File: config.mk
export PLATFORM = sky130hd
export DESIGN_NAME = tmr_capture_unit
export DESIGN_NICKNAME = d
export VERILOG_FILES = /design/src/rtl/tcu_pkg.sv /design/src/rtl/tcu_sync.sv /design/src/rtl/tcu_filter.sv /design/src/rtl/tcu_edge.sv /design/src/rtl/tcu_regs.sv /design/src/rtl/tmr_capture_unit.sv
export SDC_FILE = /design/constraint.sdc
export NUM_CORES = 1
export LEC_CHECK = 0
export BUFFER_PORTS_ARGS = -buffer_cell sky130_fd_sc_hd__clkbuf_2
export CAP_MARGIN = 20
export CORE_UTILIZATION = 52
export DETAILED_ROUTE_END_ITERATION = 6
export GPL_TIMING_DRIVEN = 0
export PLACE_DENSITY_LB_ADDON = 0.2
export SETUP_SLACK_MARGIN = 0.2
export SLEW_MARGIN = 20
export SYNTH_ARGS = -nofsm -noshare
export SYNTH_HDL_FRONTEND = slang
export SYNTH_HIERARCHICAL = 1
export SYNTH_SLANG_ARGS = --single-unit
File: constraint.sdc
create_clock -name clk -period 2.65 [get_ports clk]
set_input_delay 0.1325 -clock clk [delete_from_list [all_inputs] [get_ports clk]]
set_output_delay 0.1325 -clock clk [all_outputs]
set_load 0.02 [all_outputs]
File: src/rtl/tcu_pkg.sv
package tcu_pkg;
  localparam int ADDR_W = 2;
  localparam logic [ADDR_W-1:0] ADDR_LO   = 2'd0;
  localparam logic [ADDR_W-1:0] ADDR_HI   = 2'd1;
  localparam logic [ADDR_W-1:0] ADDR_FLAG = 2'd2;
  localparam int SYNC_STAGES = 2;
  localparam int FILT_SAMPLES = 4;
endpackage

File: src/rtl/tcu_sync.sv
module tcu_sync #(
  parameter int W = 2,
  parameter int STAGES = 2
) (
  input  logic         clk,
  input  logic         rst,
  input  logic [W-1:0] d_i,
  output logic [W-1:0] q_o
);
  logic [STAGES-1:0][W-1:0] chain_q;

  always_ff @(posedge clk) begin
    if (rst) begin
      chain_q <= '0;
    end else begin
      chain_q[0] <= d_i;
      for (int i = 1; i < STAGES; i++) begin
        chain_q[i] <= chain_q[i-1];
      end
    end
  end

  assign q_o = chain_q[STAGES-1];
endmodule

File: src/rtl/tcu_filter.sv
module tcu_filter #(
  parameter int LEN = 4
) (
  input  logic clk,
  input  logic rst,
  input  logic d_i,
  output logic level_o
);
  localparam int HW = LEN - 1;

  logic [HW-1:0] hist_q;
  logic          filt_q;
  logic          all_eq;

  assign all_eq = (hist_q == {HW{d_i}});

  always_ff @(posedge clk) begin
    if (rst) begin
      hist_q <= '0;
      filt_q <= 1'b0;
    end else begin
      hist_q[0] <= d_i;
      for (int i = 1; i < HW; i++) begin
        hist_q[i] <= hist_q[i-1];
      end
      if (all_eq) filt_q <= d_i;
    end
  end

  assign level_o = filt_q;


  filt_follow_chk: assert property (@(posedge clk) disable iff (rst)
    (filt_q != $past(filt_q)) |-> (filt_q == $past(d_i)));
endmodule

File: src/rtl/tcu_edge.sv
module tcu_edge (
  input  logic clk,
  input  logic rst,
  input  logic level_i,
  input  logic rise_i,
  output logic evt_o
);
  logic prev_q;

  always_ff @(posedge clk) begin
    if (rst) prev_q <= 1'b0;
    else     prev_q <= level_i;
  end

  assign evt_o = (level_i != prev_q) && (level_i == rise_i);


  edge_dir_chk: assert property (@(posedge clk) disable iff (rst)
    evt_o |=> (prev_q == $past(rise_i)));
endmodule

File: src/rtl/tcu_regs.sv
module tcu_regs
  import tcu_pkg::*;
#(
  parameter int BUS_W = 8,
  localparam int CNT_W = 2 * BUS_W
) (
  input  logic              clk,
  input  logic              rst,
  input  logic              cap_evt,
  input  logic [CNT_W-1:0]  cnt_val,
  input  logic              top_mode,
  input  logic              irq_en,
  input  logic              irq_ack,
  input  logic [ADDR_W-1:0] bus_addr,
  input  logic              bus_wr,
  input  logic              bus_rd,
  input  logic [BUS_W-1:0]  bus_wdata,
  output logic [BUS_W-1:0]  bus_rdata,
  output logic              cap_flag,
  output logic              irq
);
  logic [CNT_W-1:0] cap_q;
  logic [BUS_W-1:0] temp_q;
  logic [BUS_W-1:0] rdata_q;
  logic             flag_q;
  logic             irq_q;
  logic             flag_n;
  logic             lo_wr, hi_wr, lo_rd, clr_req;

  assign lo_wr   = bus_wr && (bus_addr == ADDR_LO);
  assign hi_wr   = bus_wr && (bus_addr == ADDR_HI);
  assign lo_rd   = bus_rd && (bus_addr == ADDR_LO);
  assign clr_req = irq_ack || (bus_wr && (bus_addr == ADDR_FLAG) && bus_wdata[0]);

  always_comb begin
    flag_n = flag_q;
    if (cap_evt)      flag_n = 1'b1;
    else if (clr_req) flag_n = 1'b0;
  end

  always_ff @(posedge clk) begin
    if (rst) begin
      cap_q   <= '0;
      temp_q  <= '0;
      rdata_q <= '0;
      flag_q  <= 1'b0;
      irq_q   <= 1'b0;
    end else begin
      if (cap_evt)                cap_q <= cnt_val;
      else if (top_mode && lo_wr) cap_q <= {temp_q, bus_wdata};
      if (hi_wr)      temp_q <= bus_wdata;
      else if (lo_rd) temp_q <= cap_q[CNT_W-1:BUS_W];
      flag_q <= flag_n;
      irq_q  <= flag_n && irq_en;
      if (bus_rd) begin
        case (bus_addr)
          ADDR_LO:   rdata_q <= cap_q[BUS_W-1:0];
          ADDR_HI:   rdata_q <= temp_q;
          ADDR_FLAG: rdata_q <= {{(BUS_W-1){1'b0}}, flag_q};
          default:   rdata_q <= '0;
        endcase
      end
    end
  end

  assign bus_rdata = rdata_q;
  assign cap_flag  = flag_q;
  assign irq       = irq_q;


  cap_stamp_chk: assert property (@(posedge clk) disable iff (rst)
    cap_evt |=> (flag_q && (cap_q == $past(cnt_val))));

  cap_wins_chk: assert property (@(posedge clk) disable iff (rst)
    (cap_evt && clr_req) |=> flag_q);

  ack_clear_chk: assert property (@(posedge clk) disable iff (rst)
    (irq_ack && !cap_evt) |=> !flag_q);

  irq_needs_flag_chk: assert property (@(posedge clk) disable iff (rst)
    irq_q |-> flag_q);

  cap_hold_chk: assert property (@(posedge clk) disable iff (rst)
    (!top_mode && !cap_evt) |=> (cap_q == $past(cap_q)));
endmodule

File: src/rtl/tmr_capture_unit.sv
module tmr_capture_unit
  import tcu_pkg::*;
#(
  parameter int BUS_W = 8,
  localparam int CNT_W = 2 * BUS_W
) (
  input  logic              clk,
  input  logic              rst,
  input  logic [CNT_W-1:0]  cnt_val,
  input  logic              pin_in,
  input  logic              cmp_in,
  input  logic              src_sel,
  input  logic              filt_en,
  input  logic              edge_rise,
  input  logic              irq_en,
  input  logic              top_mode,
  input  logic              irq_ack,
  input  logic [ADDR_W-1:0] bus_addr,
  input  logic              bus_wr,
  input  logic              bus_rd,
  input  logic [BUS_W-1:0]  bus_wdata,
  output logic [BUS_W-1:0]  bus_rdata,
  output logic              cap_flag,
  output logic              irq
);
  logic [1:0] sync_lv;
  logic       sel_lv;
  logic       filt_lv;
  logic       det_lv;
  logic       cap_evt;

  tcu_sync #(.W(2), .STAGES(SYNC_STAGES)) u_sync (
    .clk (clk),
    .rst (rst),
    .d_i ({cmp_in, pin_in}),
    .q_o (sync_lv)
  );

  assign sel_lv = src_sel ? sync_lv[1] : sync_lv[0];

  tcu_filter #(.LEN(FILT_SAMPLES)) u_filter (
    .clk     (clk),
    .rst     (rst),
    .d_i     (sel_lv),
    .level_o (filt_lv)
  );

  assign det_lv = filt_en ? filt_lv : sel_lv;

  tcu_edge u_edge (
    .clk     (clk),
    .rst     (rst),
    .level_i (det_lv),
    .rise_i  (edge_rise),
    .evt_o   (cap_evt)
  );

  tcu_regs #(.BUS_W(BUS_W)) u_regs (
    .clk       (clk),
    .rst       (rst),
    .cap_evt   (cap_evt),
    .cnt_val   (cnt_val),
    .top_mode  (top_mode),
    .irq_en    (irq_en),
    .irq_ack   (irq_ack),
    .bus_addr  (bus_addr),
    .bus_wr    (bus_wr),
    .bus_rd    (bus_rd),
    .bus_wdata (bus_wdata),
    .bus_rdata (bus_rdata),
    .cap_flag  (cap_flag),
    .irq       (irq)
  );
endmodule

==> impl_metrics.json, run 1 <==
{
  "status": "completed",
  "power.share.clock": 0.293,
  "synth_cell_type_count": 32,
  "ys_warn_count": 6,
  "cts_buffers": 5,
  "synth_top_family_by_area": "simple AND/OR/NAND/NOR gates",
  "fin_crit_sh": 0.833,
  "drt_iter0_markers": 129,
  "cts_resized": 0,
  "p_leak_nw": 1.10,
  "synth_flop_cell": "dfxtp_1",
  "port_buffers": 46,
  "layout_common_cells": "49 x clkbuf_2, 43 x dfxtp_1, 33 x nor2_1, 33 x nor3_1, 18 x inv_1",
  "hold_path.class": "in2reg",
  "final-setup-viol-count": 0,
  "fin_cells": 340,
  "worst_pin_slew_ns": 0.788,
  "clk_transition_reported_paths_ns": 0.07,
  "wl_per_cell_um": 15.0,
  "pwr_density_cell_nw_per_um2": 506,
  "ctsHoldBuffers": 0,
  "cts.path.max_buffers": 2,
  "max_freq_mhz": 453,
  "yosysSeqAreaShare": 0.395,
  "htreeDepth": 2,
  "fin_hold_ws_ns": 0.0559,
  "nNetsFinal": 329,
  "wl_mm": 5.08,
  "area_growth_pct": 17.0,
  "grt_pass1_vias": 1874,
  "post_cts_buffers": 0,
  "syn-mean-instance-area_um2": 9.15,
  "vias": 1864,
  "synth_edf_count": 0,
  "drive_above_1_share": 0.338,
  "layout_commonest_cell": "clkbuf_2",
  "antenna_found_initial": 0,
  "core-area_um2": 4000,
  "fillers": 339,
  "drc_errors": 0,
  "gr-total-overflow": 0,
  "slew_viol_final": 0,
  "synth-xor-area-share": 0,
  "ir_drop_mv": 0.371,
  "startpoint_type": "flop",
  "rows": 23,
  "p_sw_frac": 0.261,
  "synthMuxAreaShare": 0.0529,
  "top_level_ports": 48,
  "start_util": 0.544,
  "dr.pass1.iters": 4,
  "p_switching_uw": 337,
  "cpPeakStageDelay_ns": 0.30,
  "insertion_delay_ns": 0.29,
  "dpl.cell_count": 334,
  "cap_viol_max_count": 0,
  "synth-simple-area-share": 0.251,
  "grt_pass1_wl_mm": 8.83,
  "syn_nets": 276,
  "fin_tns_setup_ns": 0,
  "multiInputGateArea_um2": 1110,
  "pwr-share-comb": 0.165,
  "cts_root_buffer": "clkbuf_8",
  "crit_slowest_cell": "dfxtp_1",
  "finClkSkew_ns": 0.00537,
  "crit_family": "buffers and inverters",
  "diodes": 0,
  "cp_max_fo": 10,
  "place.gp.congestion": 0.856,
  "fin_crit_ns": 2.21,
  "cp.arrival_ns": 2.42,
  "crit_chain": "buf_4 > mux2_4 > mux2_2 > nand2b_1 > o22ai_2 > buf_4 > clkbuf_4 > a31oi_1 > nor3b_1",
  "seqPwrFrac": 0.542,
  "critical_path_class": "reg2reg",
  "ant_nets": 0,
  "seq_area_um2": 861,
  "clock-sinks": 43,
  "dp_hpwl_mm": 3.66,
  "relSlewSlack": 0.475,
  "ys_async_sr_fraction": 0,
  "rsz0062_at_grt": "false",
  "internal-power_uw": 953,
  "grt_usage": 0.269,
  "hold_viol_final": 0,
  "cts_tree": "built",
  "crit_path_end_kind": "flop",
  "syn_area_um2": 2180,
  "die_h_um": 66.7,
  "synth_compound_area_frac": 0.205,
  "critPathMostFrequentCell": "buf_4",
  "viasPerCell": 5.48,
  "die_w_um": 66.7,
  "synth_cells": 238,
  "grt_start_max_net_pins": 17,
  "cp_num_buf_inv": 3,
  "cp_data_required_time_ns": 2.86,
  "synthAdderAreaFrac": 0,
  "die_area_um2": 4450,
  "ys_seq_elements": 43
}
==> state kept, by name, indices dropped and copies added (netlist names) <==
| register | cells |
|---|---|
| u_sync/chain_q | 2 |
| u_regs/cap_q | 16 |
| u_regs/temp_q | 8 |
| u_regs/cap_flag | 1 |
| u_filter/hist_q | 3 |
| u_sync/q_o | 2 |
| u_regs/irq | 1 |
| u_regs/bus_rdata | 8 |
| u_filter/level_o | 1 |
| u_edge/prev_q | 1 |
==> Yosys cell counts (all sizes together), types with 8 or more instances <==
| master | count | share of area |
|---|---|---|
| inv | 18 | 0.031 |
| buf | 10 | 0.039 |
| nor4bb | 9 | 0.048 |
| clkbuf | 14 | 0.026 |
| mux2 | 9 | 0.048 |
| a21oi | 17 | 0.039 |
| nor3 | 33 | 0.076 |
| nor2b | 16 | 0.046 |
| a2111oi | 16 | 0.10 |
| dfxtp | 43 | 0.40 |
| o221a | 8 | 0.041 |
| nor2 | 33 | 0.057 |
==> cell type report <==
class,count,area share
multi-input combinational,153,0.434
sequential,43,0.338
timing repair buffer,46,0.0904
buffer,24,0.0580
clock buffer,6,0.0285
inverter,18,0.0265
tap,50,0.0246
==> worst register-to-register path: cells and delay by family, from the launching register on <==
family | cells | cell delay (ns)
AO/OA/AOI/OAI | 2 | 0.29
buffers and inverters | 3 | 0.63
flip-flops | 1 | 0.30
multiplexers | 2 | 0.58
AND/OR/NAND/NOR | 2 | 0.33
==> path summary, 6_finish.rpt <==
check	start	end	slack (ns)	depth (start not counted)
hold / removal	cmp_in	u_sync/chain_q[1]	0.06	2
setup / recovery	u_sync/q_o[0]	u_regs/irq	0.44	9
hold reg to reg	u_sync/chain_q[1]	u_sync/q_o[1]	0.44	1
setup reg to reg	u_sync/q_o[0]	u_regs/irq	0.44	9
==> through the flow <==
step	util	area (um2)	power (mW)	setup WS, ns
floorplan	-	2180	0.852	0.632
global placement	0.617	2470	0.920	0.377
detailed placement	0.617	2470	0.924	0.338
CTS	0.636	2540	1.30	0.310
global route	0.637	2550	1.36	0.251
finish	0.637	2550	1.29	0.441
==> power by group through the flow <==
stage | Combinational, mW | Clock (mW) | Sequential (mW)
detailed placement | 0.211 | 0 | 0.713
CTS | 0.212 | 0.391 | 0.698
global placement | 0.208 | 0 | 0.712
finish | 0.212 | 0.378 | 0.699
global route | 0.236 | 0.420 | 0.703
floorplan | 0.140 | 0 | 0.712
==> cell families after synthesis <==
| group | count (synthesis) |
|---|---|
| DFF | 43 |
| and+or+nand+nor | 98 |
| muxes | 10 |
| buffers and inverters | 42 |
| AOI/OAI and AO/OA | 45 |
==> metal layers <==
metal  track usage  wire, um  vias up
li1              -         -      949
met1         0.347      2350      853
met2         0.428      2370       55
met3        0.0634       287        7
met4         0.109        81        0
met5             0         0        -
(Power assumes the default switching activity.)
==> inputs of run 2 (changes only) <==
- CORE_UTILIZATION: 52 -> 48
- clock period: 2.65 -> 1.86 ns (I/O delays scaled with it)
==> run 2 against run 1 <==
Net effect: the run now ends with setup timing left; non-clock buffer count up 9; sequential cell count unchanged; power up 65%; setup slack worse by 0.69 ns; final cell count up 3.8%; clock power up 100%; largest cell class unchanged.
==> impl_metrics.json, run 2 (same netlist as run 1, synthesis figures left out) <==
{
  "status": "finished, violations left",
  "violations": "setup timing",
  "slew_viol_final": 0,
  "grt_pass1_vias": 1834,
  "power_mw": 2.13,
  "die_w_um": 69.3,
  "grt_usage": 0.238,
  "largest_reg_flops": 16,
  "top_level_ports": 48,
  "startpoint_type": "flop",
  "fin_ws_ns": -0.245,
  "drive_above_1_share": 0.429,
  "cp.arrival_ns": 2.24,
  "crit_chain": "buf_6 > mux2_4 > mux2_4 > buf_6 > nand2_4 > o22ai_4 > buf_12 > buf_8 > nor3_1 > a2111oi_4",
  "use_met2": 0.358,
  "core-area_um2": 4350,
  "critical_path_class": "reg2reg",
  "layout_commonest_cell": "clkbuf_2",
  "met3_usage": 0.0436,
  "cpPeakStageDelay_ns": 0.37,
  "wl_per_cell_um": 15.9,
  "multiInputGateArea_um2": 1330,
  "rows": 24,
  "fin_crit_ns": 2.11,
  "drc_errors": 0,
  "top_register": "u_regs/cap_q",
  "finClkSkew_ns": 0.0101,
  "antenna_found_initial": 0,
  "hold_path.class": "in2reg",
  "crit_path_end_kind": "flop",
  "cts_buffers": 5,
  "worst_pin_slew_ns": 1.05,
  "wl_mm": 5.61,
  "cap_viol_max_count": 0,
  "final-setup-viol-count": 18,
  "fillers": 336,
  "cts_root_buffer": "clkbuf_8",
  "layout_common_cells": "47 x clkbuf_2, 42 x dfxtp_1, 33 x nor2_1, 18 x inv_1, 18 x nor3_1",
  "grt_busiest_layer": "met2",
  "gr-total-overflow": 0,
  "dp_hpwl_mm": 3.75,
  "cts_tree": "built",
  "hold_viol_final": 0,
  "fin_crit_sh": 1.13,
  "viasPerCell": 5.61,
  "htreeDepth": 2,
  "die_area_um2": 4810,
  "nNetsFinal": 338,
  "drt_iter0_markers": 145,
  "grt_pass1_wl_mm": 9.00,
  "relSlewSlack": 0.298,
  "max_freq_mhz": 475,
  "diodes": 0,
  "cts.path.max_buffers": 2,
  "crit_slowest_cell": "nor3_1",
  "area_growth_pct": 36.8,
  "clk_transition_reported_paths_ns": 0.09,
  "clock-sinks": 43,
  "seq_area_um2": 862,
  "ant_nets": 0,
  "port_buffers": 46,
  "fin_hold_ws_ns": 0.0192,
  "dr.pass1.iters": 4,
  "start_util": 0.500,
  "ir_drop_mv": 0.569,
  "vias": 1980,
  "die_h_um": 69.3,
  "grt_start_max_net_pins": 17,
  "insertion_delay_ns": 0.31,
  "p_leak_nw": 1.24,
  "rsz0062_at_grt": "true",
  "pwr_density_cell_nw_per_um2": 716,
  "fin_tns_setup_ns": -3.50,
  "grt_util_met1": 0.334,
  "cp_max_fo": 7,
  "place.gp.congestion": 0.822,
  "cp_data_required_time_ns": 2.00,
  "dpl_worst_slack_ns": -0.205
}
==> run 2: metal layers <==
metal,part of all wire,up-vias
li1,-,973
met1,0.45,917
met2,0.45,78
met3,0.077,12
met4,0.024,0
met5,0,-
==> run 2: timing repair <==
| item | in CTS | in global routing |
|---|---|---|
| buffers inserted | 2 | 1 |
| pin swaps | 3 | 6 |
| resized for setup | 9 | 28 |
| hold buffers | 2 | 0 |
| cloned | 3 | 1 |
| hold endpoints to repair | 2 | 0 |
| setup endpoints to repair | 18 | 18 |
==> run 2: path summary, 6_finish.rpt <==
kind                            slack [ns]  cells past startpoint         startpoint               end
worst min-delay path                  0.02                      3        cnt_val[14]  u_regs/cap_q[14]
worst max-delay path                 -0.25                     10      u_sync/q_o[0]  u_regs/cap_q[11]
worst min register to register        0.45                      1  u_sync/chain_q[1]     u_sync/q_o[1]
worst max register to register       -0.25                     10      u_sync/q_o[0]  u_regs/cap_q[11]
==> run 2: final cells by class <==
cell class	instances	share of cell area
Buffer	24	0.0668
Clock buffer	5	0.0231
Clock inverter	3	0.0160
Inverter	18	0.0227
Multi-Input combinational cell	153	0.445
Sequential cell	43	0.289
Tap cell	52	0.0218
Timing Repair Buffer	55	0.115
==> run 2: where the power goes <==
| group | total [mW] | switching (mW) | internal [mW] | leakage (nW) |
|---|---|---|---|---|
| clock network | 0.766 | 0.359 | 0.407 | 0.0587 |
| registers | 1.00 | 0.0348 | 0.965 | 0.352 |
| logic | 0.367 | 0.190 | 0.177 | 0.835 |
| total | 2.13 | 0.584 | 1.55 | 1.24 |
==> run 2: critical path, delay by kind of cell (launching register included) <==
| family | cells | cell delay, ns |
|---|---|---|
| multiplexers | 2 | 0.55 |
| buffers and inverters | 4 | 0.51 |
| AND/OR/NAND/NOR | 2 | 0.42 |
| flip-flops | 1 | 0.33 |
| AO/OA/AOI/OAI | 2 | 0.12 |
==> run 2: stage by stage <==
| step | instances | util | cell area [um2] |
|---|---|---|---|
| floorplan | 238 | - | 2250 |
| global placement | 336 | 0.586 | 2550 |
| detailed placement | 336 | 0.586 | 2550 |
| CTS | 351 | 0.634 | 2760 |
| global route | 353 | 0.684 | 2980 |
| finish | 353 | 0.684 | 2980 |
